## config.mk

```make
export PLATFORM = sky130hd
export DESIGN_NAME = sample_smoother_mon
export DESIGN_NICKNAME = d
export VERILOG_FILES = /design/src/rtl/ss_pkg.sv /design/src/rtl/ss_gate.sv /design/src/rtl/ss_iir.sv /design/src/rtl/ss_monitor.sv /design/src/rtl/sample_smoother_mon.sv
export SDC_FILE = /design/constraint.sdc
export NUM_CORES = 1
export LEC_CHECK = 0
export ABC_CLOCK_PERIOD_IN_PS = 11600
export BUFFER_PORTS_ARGS = -buffer_cell sky130_fd_sc_hd__buf_2
export CAP_MARGIN = 0
export CORE_UTILIZATION = 63
export CTS_CLUSTER_SIZE = 10
export DETAILED_ROUTE_END_ITERATION = 10
export GPL_TIMING_DRIVEN = 0
export PLACE_DENSITY = 0.88
export SETUP_SLACK_MARGIN = 0.2
export SLEW_MARGIN = 30
export SYNTH_ARGS = -nofsm -noshare
export SYNTH_HDL_FRONTEND = slang
export SYNTH_SLANG_ARGS = --single-unit
```

## constraint.sdc

```tcl
create_clock -name clk -period 11.6 [get_ports clk]
set_input_delay 2.32 -clock clk [delete_from_list [all_inputs] [get_ports clk]]
set_output_delay 2.32 -clock clk [all_outputs]
set_load 0.005 [all_outputs]
```

## src/rtl/ss_pkg.sv

```systemverilog
// Shared constants and helpers for the smoother/monitor block.
// Assumes the coefficient code is three bits wide.
package ss_pkg;
    localparam int MON_BIT  = 0;
    localparam int DONE_BIT = 1;

    // Map a coefficient code to its right-shift amount; codes above 4 alias k=64.
    function automatic logic [2:0] coef_shift(input logic [2:0] code);
        case (code)
            3'd0:    return 3'd1;
            3'd1:    return 3'd2;
            3'd2:    return 3'd3;
            3'd3:    return 3'd4;
            default: return 3'd6;
        endcase
    endfunction
endpackage

```

## src/rtl/ss_gate.sv

```systemverilog
// Input qualifier: accepts a result only for the owning unit and a legal channel.
// Assumes channel indices at or above NUM_CH are marked invalid by the arbiter.
module ss_gate #(
    parameter int CH_W     = 4,
    parameter int NUM_CH   = 10,
    parameter bit UNIT_SEL = 1'b0
) (
    input  logic            in_valid,
    input  logic            in_unit,
    input  logic [CH_W-1:0] in_chan,
    output logic            acc
);
    localparam logic [CH_W-1:0] CH_LIM = CH_W'(NUM_CH);

    // Combine strobe, unit match and channel range.
    always_comb acc = in_valid && (in_unit == UNIT_SEL) && (in_chan < CH_LIM);
endmodule

```

## src/rtl/ss_iir.sv

```systemverilog
// Recursive smoother with FRAC_W fractional state bits; shifts only, no multiply.
// Assumes filt_code is stable during the accepting cycle.
module ss_iir
    import ss_pkg::*;
#(
    parameter int DATA_W = 12,
    parameter int FRAC_W = 6
) (
    input  logic              clk,
    input  logic              rst_n,
    input  logic              acc,
    input  logic              filt_en,
    input  logic [2:0]        filt_code,
    input  logic [DATA_W-1:0] sample,
    output logic              out_valid,
    output logic [DATA_W-1:0] out_data,
    output logic [DATA_W-1:0] res_comb
);
    localparam int ST_W = DATA_W + FRAC_W;

    logic [ST_W-1:0]   state_q, state_d, sample_ext, blended;
    logic              primed_q;
    logic signed [ST_W:0] diff, step, sum;

    // Compute the next state: direct load or shifted blend.
    always_comb begin
        sample_ext = {sample, {FRAC_W{1'b0}}};
        diff       = $signed({1'b0, sample_ext}) - $signed({1'b0, state_q});
        step       = diff >>> coef_shift(filt_code);
        sum        = $signed({1'b0, state_q}) + step;
        blended    = sum[ST_W-1:0];
        state_d    = (!filt_en || !primed_q) ? sample_ext : blended;
        res_comb   = state_d[ST_W-1:FRAC_W];
    end

    // Register state, primed flag and the output word.
    always_ff @(posedge clk) begin
        if (!rst_n) begin
            state_q   <= '0;
            primed_q  <= 1'b0;
            out_valid <= 1'b0;
            out_data  <= '0;
        end else begin
            out_valid <= acc;
            primed_q  <= filt_en && (primed_q || acc);
            if (acc) begin
                state_q  <= state_d;
                out_data <= res_comb;
            end
        end
    end
endmodule

```

## src/rtl/ss_monitor.sv

```systemverilog
// Threshold comparator and sticky write-one-to-clear status with masked interrupt.
// Assumes the compared value is the result being registered at the same edge.
module ss_monitor
    import ss_pkg::*;
#(
    parameter int DATA_W = 12
) (
    input  logic              clk,
    input  logic              rst_n,
    input  logic              acc,
    input  logic [DATA_W-1:0] result,
    input  logic              mon_en,
    input  logic              mon_dir,
    input  logic [DATA_W-1:0] mon_thresh,
    input  logic [1:0]        irq_mask,
    input  logic [1:0]        irq_clr,
    output logic [1:0]        irq_status,
    output logic              irq
);
    logic [1:0] set_ev;
    logic       hit;

    // Strict comparison in the selected direction.
    always_comb begin
        hit              = mon_dir ? (result < mon_thresh) : (result > mon_thresh);
        set_ev           = '0;
        set_ev[MON_BIT]  = acc && mon_en && hit;
        set_ev[DONE_BIT] = acc;
    end

    // Sticky status: clear by one, new event wins over clear.
    always_ff @(posedge clk) begin
        if (!rst_n) irq_status <= '0;
        else        irq_status <= (irq_status & ~irq_clr) | set_ev;
    end

    // Masked interrupt line.
    always_comb irq = |(irq_status & irq_mask);
endmodule

```

## src/rtl/sample_smoother_mon.sv

```systemverilog
// Top: per-unit result smoother and threshold monitor.
// Assumes one filter state is shared by all enabled channels of the unit.
module sample_smoother_mon #(
    parameter int DATA_W   = 12,
    parameter int FRAC_W   = 6,
    parameter int CH_W     = 4,
    parameter int NUM_CH   = 10,
    parameter bit UNIT_SEL = 1'b0
) (
    input  logic              clk,
    input  logic              rst_n,
    input  logic              in_valid,
    input  logic              in_unit,
    input  logic [CH_W-1:0]   in_chan,
    input  logic [DATA_W-1:0] in_data,
    input  logic              filt_en,
    input  logic [2:0]        filt_code,
    input  logic              mon_en,
    input  logic              mon_dir,
    input  logic [DATA_W-1:0] mon_thresh,
    input  logic [1:0]        irq_mask,
    input  logic [1:0]        irq_clr,
    output logic              out_valid,
    output logic [DATA_W-1:0] out_data,
    output logic [1:0]        irq_status,
    output logic              irq
);
    logic              acc;
    logic [DATA_W-1:0] res_comb;

    ss_gate #(.CH_W(CH_W), .NUM_CH(NUM_CH), .UNIT_SEL(UNIT_SEL)) u_gate (
        .in_valid(in_valid), .in_unit(in_unit), .in_chan(in_chan), .acc(acc)
    );

    ss_iir #(.DATA_W(DATA_W), .FRAC_W(FRAC_W)) u_iir (
        .clk(clk), .rst_n(rst_n), .acc(acc), .filt_en(filt_en),
        .filt_code(filt_code), .sample(in_data),
        .out_valid(out_valid), .out_data(out_data), .res_comb(res_comb)
    );

    ss_monitor #(.DATA_W(DATA_W)) u_mon (
        .clk(clk), .rst_n(rst_n), .acc(acc), .result(res_comb),
        .mon_en(mon_en), .mon_dir(mon_dir), .mon_thresh(mon_thresh),
        .irq_mask(irq_mask), .irq_clr(irq_clr),
        .irq_status(irq_status), .irq(irq)
    );
endmodule

```

* After elaboration in Yosys (flattened, before gate mapping)
Cells that the tools add are included.
** Storage, ports and cells
- Bits of input ports :: 42
- Logic and storage cells :: 33
- Register bits :: 34
** Operators by class
- Muxes and demuxes :: 3
- Shifts and indexed selects :: 1
- Add/subtract/negate cells :: 2
- Bitwise operators :: 5
- Equal/unequal tests :: 3
- Order comparisons :: 3
- Reductions and logical operators :: 11
** Operators by type and width (count)
- >>> shifter 19 x 3 -> 18 bit :: 1
- subtractor 18 x 18 -> 19 bit :: 1
- adder 18 bit :: 1
- two-way mux 18 bit :: 1
- greater-than comparator 12 bit :: 1
- < comparator 12 bit :: 1
- case mux 3 bit (4 select lines) :: 1
- equality test 3 x 2 -> 1 bit, second input constant :: 2
- logical AND 1 bit :: 5
- AND 2 bit :: 2
- < comparator 4 bit, second input constant :: 1
- equality test 3 x 1 -> 1 bit, second input constant :: 1
- logical NOT 3 bit :: 1
- logical NOT 1 bit :: 2
- logical OR 1 bit :: 2
- NOT 2 bit :: 1
- OR 2 bit :: 1
- OR reduction 2 bit :: 1
- two-way mux 1 bit :: 1
- NOT 1 bit :: 1

* Logic depth before layout (Yosys ltp)
- Depth after elaboration :: 9
- Mapped depth :: 28
- Mapped depth without buffers :: 27

* Cells and area by module
From an unflattened synthesis, not the netlist that was laid out.
** Unflattened totals
- Cell total of the unflattened synthesis :: 507
- Area, all modules :: 3727.3 um^2
** By module, submodules not included
- ss_iir :: instances 1, cells an instance 455, area each 3309.4 um^2, sequential area each 400.4 um^2
- ss_monitor :: instances 1, cells an instance 50, area each 404.1 um^2, sequential area each 40.0 um^2
- ss_gate :: instances 1, cells an instance 2, area each 13.8 um^2, sequential area each 0.0 um^2

* Least setup slack after synthesis
Ideal clock, no wire load.
- Path type :: input to register
- Start point :: in in_data[1]
- End point :: reg u_mon.irq_status[0]
- Data arrival time :: 7.167 ns
- Buffers on the path :: 0
- Setup slack :: 4.311 ns
- Setup time :: 0.122 ns
- Data required time :: 11.478 ns
- Stages on the path :: 22
- Path through :: ha_1 > a2111oi_4 > o21ai_2 > a311o_1 > a21o_2 > xnor2_1 > and3_1 > nor4b_1 > a211o_1 > ha_1 > a21o_1 > a21o_1 > a31oi_1 > a21oi_1 > or4_1 > a41oi_1 > ha_1 > nand2_1 > a21oi_1 > a221oi_1 > mux2i_1 > o21ai_0
** On the way
- Longest elaborated chain between the ends :: 8
- Elaborated cells on any way between the ends :: 9
- Those cells by class :: 2 x add/sub; 2 x order compare; 1 x shift; 2 x mux; 1 x bitwise; 1 x reduce/logical
** Ends and longest elaborated chain
- from (decl) :: RTL line sample_smoother_mon.sv:15 : input logic [DATA_W-1:0] in_data,
- subtractor 18 x 18 -> 19 bit (*) :: RTL line ss_iir.sv:28 : diff = $signed({1'b0, sample_ext}) - $signed({1'b0, state_q});
- >>> shifter 19 x 3 -> 18 bit (*) :: RTL line ss_iir.sv:29 : step = diff >>> coef_shift(filt_code);
- adder 18 bit (*) :: RTL line ss_iir.sv:30 : sum = $signed({1'b0, state_q}) + step;
- two-way mux 18 bit (*) :: RTL line ss_iir.sv:32 : state_d = (!filt_en || !primed_q) ? sample_ext : blended;
- net res_comb[10] :: RTL line sample_smoother_mon.sv:29 : logic [DATA_W-1:0] res_comb;
- greater-than comparator 12 bit / < comparator 12 bit (equally long branches) :: RTL line ss_monitor.sv:25 : hit = mon_dir ? (result < mon_thresh) : (result > mon_thresh);
- two-way mux 1 bit (*) :: RTL line ss_monitor.sv:25
- logical AND 1 bit (*) :: RTL line ss_monitor.sv:27 : set_ev[MON_BIT] = acc && mon_en && hit;
- OR 2 bit (*) :: RTL line ss_monitor.sv:34 : else irq_status <= (irq_status & ~irq_clr) | set_ev;
- to (signal assigned) :: RTL line ss_monitor.sv:34
- to (decl) :: RTL line ss_monitor.sv:17 : output logic [1:0] irq_status,
The timed path passes the listed nets; every way through them passes the cells marked *.
A chain may end at the register's enable or synchronous reset.

* Worst setup path in the final report
Same ends and word-level chain as after synthesis.

==> results_dict.tcl <==
set metrics [dict create \
    drt_wl_total_mm 9.945 \
    synth_flop_cell "dfxtp_1" \
    power_density_mw_per_mm2 78.18 \
    grt_pass1_vias 3533 \
    finalCritPeriodShare 0.6815 \
    cts_root_buf "clkbuf_8" \
    min_path_type "reg -> reg" \
    worst_path_largest_cell_delay_ns 0.50 \
    min_period_ns 7.905 \
    area_delta_synth_final_pct 11.54 \
    syn-num-nets 579 \
    first_iter_violations 331 \
    cp_max_fo 5 \
    post-dp-hpwl_mm 8.037 \
    fmax_mhz 126.5 \
    numPortBuffers 56 \
    syn_area_per_cell_um2 7.178 \
    grt_pass1_wl_mm 16.78 \
    ios 58 \
    utilization 0.7505 \
    max-slew-margin-rel 0.6119 \
    ir_worst_vdd_uv 84.65 \
    antenna_found_initial 0 \
    placed_area_mm2 0.003914 \
    nets 640 \
    synth_edf_count 0 \
    dp_cells 620 \
    status "complete, no violations" \
    drv_cap 0 \
    synthCells 494 \
    clock-sinks 22 \
    p_leak_uw 0.001784 \
    drive_gt1_frac 0.1609 \
    rows 26 \
    cp_common_cell "ha_1" \
    ctsResizeCount 0 \
    final_cell_count_no_fill 623 \
    n_antenna_cell 0 \
    dieArea_mm2 0.005932 \
    synth_seq_cells 22 \
    vias 3848 \
    ys_async_sr_fraction 0 \
    start_util 0.6728 \
    crit_type "in -> reg" \
    clock_latency_ns 0.26 \
    startpoint_type "input pin" \
    cp.arrival_ns 8.06 \
    finalHoldViolCount 0 \
    die_width_um 77.02 \
    globalRouteTotalUtil 0.3462 \
    numCtsBuffers 3 \
    cts.reportedPaths.clkPinSlew_ns 0.08 \
    fin_area_mm2 0.003955 \
    ys_types 65 \
    ant_nets 0 \
    firstDrtPassIters 5 \
    fin_tns_setup_ns 0 \
    cts_buffer_depth 2 \
    grt_max_degree 12 \
    hold_buffers 0 \
    clock_skew_ns 0.002013 \
    cts_tree "yes" \
    core_mm2 0.005270 \
    worstPathCellList "buf_2, ha_1, a2111oi_4, o21ai_2, a311o_1, a21o_2, xnor2_1, and3_1, nor4b_1, a211o_1, ha_1, a21o_1, a21o_1, a31oi_1, a21oi_1, or4_1, a41oi_1, ha_1, nand2_1, a21oi_1, a221oi_1, mux2i_1, o21ai_0" \
    end_kind "register" \
    max_slew.worst_pin.slew_ns 0.5821 \
    rsz0062_at_grt "no" \
    post_cts_buffers 0 \
    fp.dieH_um 77.02 \
    grt_overflow 0 \
    drv_slew 0 \
    wire_per_inst_um 15.96 \
    cp_slowest_cell "or4_1" \
    gp_congestion 0.9456 \
    yosys_warnings 0 \
    power_uw 309.2 \
    fillCellCount 435 \
    netlist_area_mm2 0.003546 \
    drcViolationCount 0 \
    setup-violations-final 0 \
    ys_seq_area_frac 0.1242 \
    htreeDepth 1 \
    path_buf_inv 1 \
    critPathTopFamily "compound AO/OA/AOI/OAI gates" \
    via_per_inst 6.177 \
    required_ns 11.76 \
]
==> state kept, by name (all words and copies together), names as in the netlist <==
| name | flops |
|---|---|
| u_iir.state_q | 18 |
| u_mon.irq_status | 2 |
| u_iir.out_valid | 1 |
| u_iir.primed_q | 1 |
==> where the power goes <==
| group | internal, uW | switching [uW] | leakage, uW |
|---|---|---|---|
| Sequential | 78.2 | 3.28 | 0.000179 |
| Combinational | 75.7 | 104 | 0.00158 |
| Clock | 23.2 | 24.6 | 0.0000216 |
==> cell families after synthesis <==
family,Yosys count,synth area share
AOI/OAI and AO/OA,171,0.3264
xor gates and xnor gates,27,0.06669
adders and majority gates,43,0.1538
buffers and inverters,66,0.08469
DFF,22,0.1242
muxes,9,0.02646
and+or+nand+nor,156,0.2177
==> path summary, 6_finish.rpt <==
path / slack, ns / cells past startpoint / from / to
setup / recovery: 3.69 / 23 / in_data[1] / u_mon.irq_status[0]
hold / removal: 0.50 / 2 / u_mon.irq_status[1] / u_mon.irq_status[1]
setup reg to reg: 5.38 / 23 / u_iir.state_q[7] / u_mon.irq_status[0]
hold reg to reg: 0.50 / 2 / u_mon.irq_status[1] / u_mon.irq_status[1]
==> metal layers <==
metal	track usage	routed length (um)	vias to the layer above
met5	0	0	-
met4	0.1094	237	0
met1	0.4648	4513	1740
met3	0.03929	759	31
met2	0.5750	4435	175
li1	-	-	1902
==> tightest hold or removal path, stage by stage (launching register included) <==
cell and delay, ns:
dfxtp_1 0.32, nand2b_1 0.06, a21boi_0 0.07
==> per-stage QoR <==
stage	worst slack, ns	hold WS (ns)
floorplan	4.311	0.4597
global placement	3.566	0.4863
detailed placement	3.517	0.4969
CTS	3.756	0.5095
global route	3.309	0.5480
finish	3.695	0.5033
==> area by class of cell <==
| cell class | instances | area [um^2] | area share |
|---|---|---|---|
| clock buffers | 3 | 41.29 | 0.01044 |
| well taps | 70 | 87.58 | 0.02214 |
| repair buffers | 56 | 280.3 | 0.07086 |
| inverters | 31 | 116.4 | 0.02942 |
| flip-flops and latches | 22 | 440.4 | 0.1114 |
| multi-input cells | 406 | 2805 | 0.7093 |
| plain buffers | 35 | 183.9 | 0.04650 |
==> synth_stat cells, types with 2 or more instances <==
cell type	n	area (um^2)
nand2b_1	6	37.54
or2_2	3	18.77
nand3_1	7	35.03
o21ai_0	38	190.2
a221oi_1	3	26.28
o31ai_1	3	22.52
a21o_1	8	60.06
clkbuf_1	22	82.58
o21ai_2	2	17.52
o211ai_1	5	37.54
a31oi_1	10	62.56
nor2_1	44	165.2
and2_1	3	18.77
nand4_1	4	25.02
nor3_1	16	80.08
a211oi_1	13	97.59
xnor2_1	16	140.1
a211o_1	2	17.52
o211a_1	2	20.02
or4_1	2	15.01
mux2_2	3	33.78
a21oi_1	40	200.2
nor2b_1	9	56.30
buf_4	12	90.09
ha_1	42	525.5
and3_1	4	25.02
inv_1	31	116.4
o21a_1	8	60.06
dfxtp_1	22	440.4
o21bai_1	4	30.03
o22ai_1	2	12.51
o2bb2ai_1	2	17.52
mux2i_1	6	60.06
nor4_1	3	18.77
a22o_1	3	26.28
a21boi_0	11	82.58
nand3b_1	2	15.01
xor2_1	11	96.34
nand2_1	44	165.2
==> placed cells by master, fill, tap and decap left out, types with 9 or more instances in the layout <==
cell type / count
a21oi_1: 40
clkbuf_1: 22
a31oi_1: 10
a211oi_1: 13
a21boi_0: 11
buf_2: 56
xor2_1: 11
ha_1: 42
dfxtp_1: 22
nor2_1: 44
o21ai_0: 38
nor3_1: 16
nor2b_1: 9
inv_1: 31
nand2_1: 44
buf_4: 12
xnor2_1: 16
(Power assumes the default switching activity.)
